<file path="config.mk">
export PLATFORM = sky130hd
export DESIGN_NAME = pwr_mode_ctrl
export DESIGN_NICKNAME = d
export VERILOG_FILES = /design/src/rtl/pwr_mode_pkg.sv /design/src/rtl/pwr_mode_sync.sv /design/src/rtl/pwr_mode_activity.sv /design/src/rtl/pwr_mode_decide.sv /design/src/rtl/pwr_mode_ctrl.sv
export SDC_FILE = /design/constraint.sdc
export NUM_CORES = 1
export LEC_CHECK = 0
export CAP_MARGIN = 25
export CORE_MARGIN = 4
export CORE_UTILIZATION = 54
export CTS_CLUSTER_SIZE = 8
export DETAILED_ROUTE_END_ITERATION = 12
export PLACE_DENSITY_LB_ADDON = 0.05
export RECOVER_POWER = 25
export SLEW_MARGIN = 10
export SYNTH_ARGS = -nofsm -noshare
export SYNTH_HDL_FRONTEND = slang
export SYNTH_SLANG_ARGS = --single-unit
</file>
<file path="constraint.sdc">
create_clock -name clk_i -period 1.7 [get_ports clk_i]
set_clock_uncertainty 0.05 [all_clocks]
set_input_delay 0.425 -clock clk_i [delete_from_list [all_inputs] [get_ports clk_i]]
set_output_delay 0.425 -clock clk_i [all_outputs]
set_load 0.01 [all_outputs]
</file>
<file path="src/rtl/pwr_mode_pkg.sv">
package pwr_mode_pkg;
  typedef enum logic [1:0] {
    MODE_DOWN   = 2'b00,
    MODE_FULL   = 2'b01,
    MODE_RXHALF = 2'b10
  } pm_mode_e;

  typedef enum logic {
    SRC_TX = 1'b0,
    SRC_RX = 1'b1
  } pm_src_e;

  typedef enum logic [1:0] {
    FREQ_NONE = 2'b00,
    FREQ_LOW  = 2'b01,
    FREQ_HIGH = 2'b10
  } pm_freq_e;

  localparam int unsigned PIN_TX   = 0;
  localparam int unsigned PIN_RX   = 1;
  localparam int unsigned PIN_PWR  = 2;
  localparam int unsigned PIN_SEL  = 3;
  localparam int unsigned NUM_PINS = 4;
endpackage

</file>
<file path="src/rtl/pwr_mode_sync.sv">
module pwr_mode_sync #(
  parameter int unsigned STAGES = 2
) (
  input  logic clk_i,
  input  logic rst_ni,
  input  logic d_i,
  output logic lvl_o,
  output logic toggle_o
);
  logic [STAGES-1:0] sq;
  logic              prev_q;

  always_ff @(posedge clk_i or negedge rst_ni) begin
    if (!rst_ni) begin
      sq     <= '0;
      prev_q <= 1'b0;
    end else begin
      sq     <= {sq[STAGES-2:0], d_i};
      prev_q <= sq[STAGES-1];
    end
  end

  assign lvl_o    = sq[STAGES-1];
  assign toggle_o = sq[STAGES-1] ^ prev_q;
endmodule

</file>
<file path="src/rtl/pwr_mode_activity.sv">
module pwr_mode_activity #(
  parameter int unsigned TIMEOUT = 64
) (
  input  logic clk_i,
  input  logic rst_ni,
  input  logic toggle_i,
  output logic active_o
);
  localparam int unsigned CW = $clog2(TIMEOUT + 1);
  localparam logic [CW-1:0] LAST = CW'(TIMEOUT - 1);

  logic [CW-1:0] cnt_q;

  // starts static; any toggle restarts the window
  always_ff @(posedge clk_i or negedge rst_ni) begin
    if (!rst_ni) begin
      cnt_q    <= LAST;
      active_o <= 1'b0;
    end else if (toggle_i) begin
      cnt_q    <= '0;
      active_o <= 1'b1;
    end else if (cnt_q == LAST) begin
      active_o <= 1'b0;
    end else begin
      cnt_q <= cnt_q + 1'b1;
    end
  end
endmodule

</file>
<file path="src/rtl/pwr_mode_decide.sv">
module pwr_mode_decide
  import pwr_mode_pkg::*;
(
  input  logic     clk_i,
  input  logic     rst_ni,
  input  logic     tx_act_i,
  input  logic     rx_act_i,
  input  logic     pwr_act_i,
  input  logic     pwr_lvl_i,
  input  logic     sel_act_i,
  input  logic     sel_lvl_i,
  input  logic     frame_edge_i,
  output pm_mode_e mode_o,
  output pm_src_e  src_o,
  output pm_freq_e freq_o
);
  logic     pdn;
  pm_mode_e mode_d;
  pm_src_e  src_d;
  pm_freq_e freq_d;

  always_comb begin
    pdn = (!pwr_act_i && pwr_lvl_i) || (!tx_act_i && !rx_act_i);
    if (pdn)           mode_d = MODE_DOWN;
    else if (tx_act_i) mode_d = MODE_FULL;
    else               mode_d = MODE_RXHALF;
    src_d  = (mode_d == MODE_RXHALF && pwr_act_i) ? SRC_RX : SRC_TX;
    freq_d = sel_act_i ? FREQ_NONE : (sel_lvl_i ? FREQ_HIGH : FREQ_LOW);
  end

  always_ff @(posedge clk_i or negedge rst_ni) begin
    if (!rst_ni) begin
      mode_o <= MODE_DOWN;
      src_o  <= SRC_TX;
      freq_o <= FREQ_NONE;
    end else begin
      mode_o <= mode_d;
      freq_o <= freq_d;
      if (frame_edge_i) src_o <= src_d;
    end
  end
endmodule

</file>
<file path="src/rtl/pwr_mode_ctrl.sv">
module pwr_mode_ctrl
  import pwr_mode_pkg::*;
#(
  parameter int unsigned FS_TIMEOUT  = 32768,
  parameter int unsigned CLK_TIMEOUT = 64,
  parameter int unsigned SYNC_STAGES = 2
) (
  input  logic       clk_i,
  input  logic       rst_ni,
  input  logic       fs_tx_i,
  input  logic       fs_rx_i,
  input  logic       rx_mclk_pwr_i,
  input  logic       rx_bclk_sel_i,
  output logic [1:0] mode_o,
  output logic       clk_src_o,
  output logic [1:0] freq_sel_o
);
  logic [NUM_PINS-1:0] pin_w, lvl_w, tgl_w, act_w;
  logic                frame_edge;
  pm_mode_e            mode_q;
  pm_src_e             src_q;
  pm_freq_e            freq_q;

  assign pin_w[PIN_TX]  = fs_tx_i;
  assign pin_w[PIN_RX]  = fs_rx_i;
  assign pin_w[PIN_PWR] = rx_mclk_pwr_i;
  assign pin_w[PIN_SEL] = rx_bclk_sel_i;

  for (genvar i = 0; i < NUM_PINS; i++) begin : g_pin
    localparam int unsigned TO = (i == PIN_TX || i == PIN_RX) ? FS_TIMEOUT : CLK_TIMEOUT;

    pwr_mode_sync #(.STAGES(SYNC_STAGES)) u_sync (
      .clk_i    (clk_i),
      .rst_ni   (rst_ni),
      .d_i      (pin_w[i]),
      .lvl_o    (lvl_w[i]),
      .toggle_o (tgl_w[i])
    );

    pwr_mode_activity #(.TIMEOUT(TO)) u_act (
      .clk_i    (clk_i),
      .rst_ni   (rst_ni),
      .toggle_i (tgl_w[i]),
      .active_o (act_w[i])
    );
  end

  // a toggle seen at a high level is a rising edge
  assign frame_edge = (tgl_w[PIN_TX] & lvl_w[PIN_TX]) | (tgl_w[PIN_RX] & lvl_w[PIN_RX]);

  pwr_mode_decide u_decide (
    .clk_i        (clk_i),
    .rst_ni       (rst_ni),
    .tx_act_i     (act_w[PIN_TX]),
    .rx_act_i     (act_w[PIN_RX]),
    .pwr_act_i    (act_w[PIN_PWR]),
    .pwr_lvl_i    (lvl_w[PIN_PWR]),
    .sel_act_i    (act_w[PIN_SEL]),
    .sel_lvl_i    (lvl_w[PIN_SEL]),
    .frame_edge_i (frame_edge),
    .mode_o       (mode_q),
    .src_o        (src_q),
    .freq_o       (freq_q)
  );

  assign mode_o     = mode_q;
  assign clk_src_o  = src_q;
  assign freq_sel_o = freq_q;
endmodule

</file>
# == Yosys cells after proc, flatten, opt, wreduce, memory -nomap -nowiden ==
# Index checks and enable logic that the tools add are counted.
# totals
ff_bits,67
in_bits,6
word_cells,71
# classes
n_addsub,4
eq_ne,9
n_mux,21
n_bitwise,7
reduce_logical,11
# op_table
op,count
$mux 16,4
$add 16x1->16 const B,2
$eq 16x15->1 const B,2
$mux 7,4
$add 7x1->7 const B,2
$eq 7x6->1 const B,2
$mux 1,9
$mux 2,4
$ne 2x1->1 const B,4
$reduce_bool 2->1,4
$xor 1x1->1,4
$logic_and 1x1->1,3
$logic_not 1->1,3
$and 1x1->1,2
$eq 2x2->1 const B,1
$logic_or 1x1->1,1
$or 1x1->1,1

# == Longest topological paths before layout ==
# depth
word_depth,7
ltp_mapped,6

# == By module ==
# From an unflattened synthesis, not the netlist that was laid out.
# hier_totals
cells_unflattened,295
area_unflattened_um2,3299.4
# modules_own_cells
module,n_inst,cells_per_inst,area_each_um2,seq_area_each_um2
pwr_mode_activity (g_pin[0].u_act ...),2,96,978.4,444.2
pwr_mode_activity (g_pin[2].u_act ...),2,36,402.9,207.7
pwr_mode_sync,4,4,83.8,75.1
pwr_mode_decide,1,14,192.7,125.1
pwr_mode_ctrl,1,1,8.8,0.0

# == Least setup slack after synthesis ==
# No wires, ideal clock.
# synth_timing
path_type,register to register
start,register g_pin[1].u_act.cnt_q[0]
end,register g_pin[1].u_act.cnt_q[14]
setup_time_ns,0.073
arrival_time_ns,1.625
path_slack_ns,-0.048
stages_incl_launch_ff,6
n_path_buf,0
period_less_slack_ns,1.748
cell_sequence,dfstp_2 -> ha_1 -> nand3_1 -> or2_1 -> or4_1 -> a21oi_1
# synth_between
elab_chain_len,3
word_cells_on_any_way,5
# synth_rtl
element,line,source
"start, declared",pwr_mode_activity.sv:12,logic [CW-1:0] cnt_q;
"start signal, assigned",pwr_mode_activity.sv:25,cnt_q <= cnt_q + 1'b1;
$add 16x1->16,pwr_mode_activity.sv:25,
$mux 16,pwr_mode_activity.sv:22,end else if (cnt_q == LAST) begin
$mux 16,pwr_mode_activity.sv:19,end else if (toggle_i) begin
# Several ways; a longest one is shown, not always the timed one. The select of a mux whose other input is x is not followed.
# A chain may end at the register's enable or synchronous reset.

# == Worst setup path in the final report ==
# layout_timing
start,register g_pin[1].u_act.cnt_q[1]
end,register g_pin[1].u_act.cnt_q[14]
# Same word-level chain as after synthesis.

==> metrics.cfg <==
[setup_path]
worstSetupPathType=flip-flop to flip-flop
slowest_delay_ps=580
cp.arrival_ps=1940
cp-startpoint=g_pin[1].u_act.cnt_q[1]
worstPathRequired_ps=1930
cp-start-kind=flip-flop
cp_cell_sequence=ha_4 > nand3_4 > or2_1 > or4_1 > a21oi_1
critPathCaptureType=flip-flop
crit_fanout=4
r2r_start=g_pin[1].u_act.cnt_q[1]
cp_num_buf_inv=0
slowest_stage=dfstp_2
cp_top_family=simple AND/OR/NAND/NOR gates

[floorplan]
io_pins=11
start_util=0.561
core-area_mm2=0.00557
die_area_mm2=0.00707
die_y_um=84.1
num_rows=27
die_w_um=84.1

[job]
maxCapViolations=0

[route]
via_per_inst=5.73
drt.antenna.violating_nets=0
wl_mm=6.67
initialDrtViolationCount=91
num_vias=2416
drtPass1Iterations=4
wl_per_cell_um=15.8
drc=0

[layout]
final_cell_mix=42 x dfstp_2, 36 x buf_4, 27 x nand2_1, 25 x dfrtp_1, 20 x nor2_1
fillers=417
area_growth_pct=28.5
stdcell_area_mm2=0.00402
drive_above_1_share=0.394
fin_nets=357
fin_cells=422
layout_commonest_cell=dfstp_2
antenna_cells=0

[power_and_ir_drop]
p_leak_uw=0.00159
ir_worst_vdd_mv=0.752
total_power_uw=3600
powerDensity_mw_per_mm2=897

[synthesis]
synth.distinct_cells=48
syn_area_mm2=0.00313
ys.flop_type=dfstp_2
async_flop_share=1.00
syn_avg_cell_area_um2=10.7
synth_seq_cells=67
synthCells=291
yosysSeqAreaShare=0.553
synth_edf_count=0
yosysWarnings=0
syn_nets=303

[grt]
grt_overflow=0
grt_max_degree=68
antenna_found_initial=0
grt_pass1_vias=2321
grt_pass1_wl_mm=10.9
track_usage=0.194

[placed_design]
gp_congestion=0.836
hpwl_mm=4.00
place_area_mm2=0.00353
dp_cells=396
port_buffers=10
pre_cts_ws_ps=-12.1

[worst_hold_path]
hold_path.class=flip-flop to flip-flop
hold_start=g_pin[0].u_sync.sq[0]

[clock_network]
htreeDepth=3
cts.sinks=67
cts_tree=yes
cts_buffers=9
path_clk_slew_ps=70
clk_latency_ps=340
cts_root_buf=clkbuf_8
cts_buffer_depth=2
ctsHoldBuffers=0

[outcome]
violations=negative setup slack
status=complete, but fails checks

[timing]
final_max_slew_viol_count=0
setup_violations=1
relSlewSlack=0.0795
tightest_slew_ps=1380
rsz0062_at_grt=yes
clock.fmax_mhz=583
period_share=1.01
fin_crit_ps=1720
setup_ws_ps=-16.1
setup_tns_ps=-16.1
hold_violations=0

-- final timing paths --
check | end | slack, ps | cells past startpoint
max in group asynchronous | u_decide.freq_o[0] | 330 | 2
min reg2reg | g_pin[0].u_sync.sq[1] | 300 | 0
min | g_pin[0].u_sync.sq[1] | 300 | 0
max | g_pin[1].u_act.cnt_q[14] | -20 | 5
min in group asynchronous | g_pin[2].u_act.cnt_q[6] | 450 | 2
max reg2reg | g_pin[1].u_act.cnt_q[14] | -20 | 5
-- report_power, final --
part | switching, µW | total, µW | internal, µW
Combinational | 147 | 258 | 112
Clock | 615 | 1590 | 971
Sequential | 65.1 | 1760 | 1690
Total | 826 | 3600 | 2780
-- cell type report --
type                       instances  area (µm²)  area share
sequential                        67        1730       0.431
multi-input combinational        211        1540       0.384
timing repair buffer              48         383      0.0953
clock buffer                       9         124      0.0308
clock inverter                     7         116      0.0290
tap                               72        90.1      0.0224
inverter                           8        30.0     0.00748
-- synth_stat cells, types with 4 or more instances --
cell type / n / area [µm²]
xnor2_1: 6 / 52.6
dfstp_2: 42 / 1100
clkbuf_1: 4 / 15.0
nand2b_1: 7 / 43.8
or4_1: 4 / 30.0
nand4_1: 10 / 62.6
a21oi_1: 17 / 85.1
nand2_1: 29 / 109
and3_1: 5 / 31.3
ha_1: 6 / 75.1
dfrtp_1: 25 / 626
nor2_1: 21 / 78.8
inv_1: 7 / 26.3
nor3_1: 4 / 20.0
mux2i_1: 10 / 100
xor2_1: 4 / 35.0
o21ai_0: 15 / 75.1
or3_1: 4 / 25.0
o31ai_1: 6 / 45.0
nand3_1: 15 / 75.1
a31oi_1: 9 / 56.3
-- worst register-to-register path, cell delays in order (launching register included) --
cell and delay (ps):
dfstp_2 580, ha_4 170, nand3_4 90, or2_1 230
or4_1 400, a21oi_1 140
-- stage by stage --
stage | util | hold WS (ps)
floorplan | - | 79.4
global placement | 0.634 | 284
detailed placement | 0.634 | 288
CTS | 0.686 | 54.9
global route | 0.721 | 310
finish | 0.721 | 302
-- what timing repair did --
action / in CTS / in global routing
pin swaps: 2 / 16
setup endpoints to repair: 7 / 37
buffers inserted: 2 / 8
resized for setup: 9 / 35
-- logic make-up after synthesis --
kind of cell,count (synthesis),share of synthesized area
buf+inv,13,0.0160
compound gates,67,0.138
xor+xnor,10,0.0280
mux,10,0.0320
flops,67,0.553
simple gates,118,0.208
fa+ha+maj,6,0.0240
-- state kept, by name (all words and copies together), names as in the netlist --
register,cells
g_pin.u_sync.prev_q,4
u_decide.freq_o,2
g_pin.u_act.active_o,4
g_pin.u_sync.sq,8
u_decide.mode_o,2
g_pin.u_act.cnt_q,46
u_decide.src_o,1
-- layer usage --
layer  track usage  up-vias  wire length, µm
li1              -     1193                -
met1         0.262     1184             3170
met2         0.298       26             3240
met3        0.0533       13              170
met4        0.0775        0               98
met5             0        -                0
Note: power is estimated with default switching activity, not from simulation.
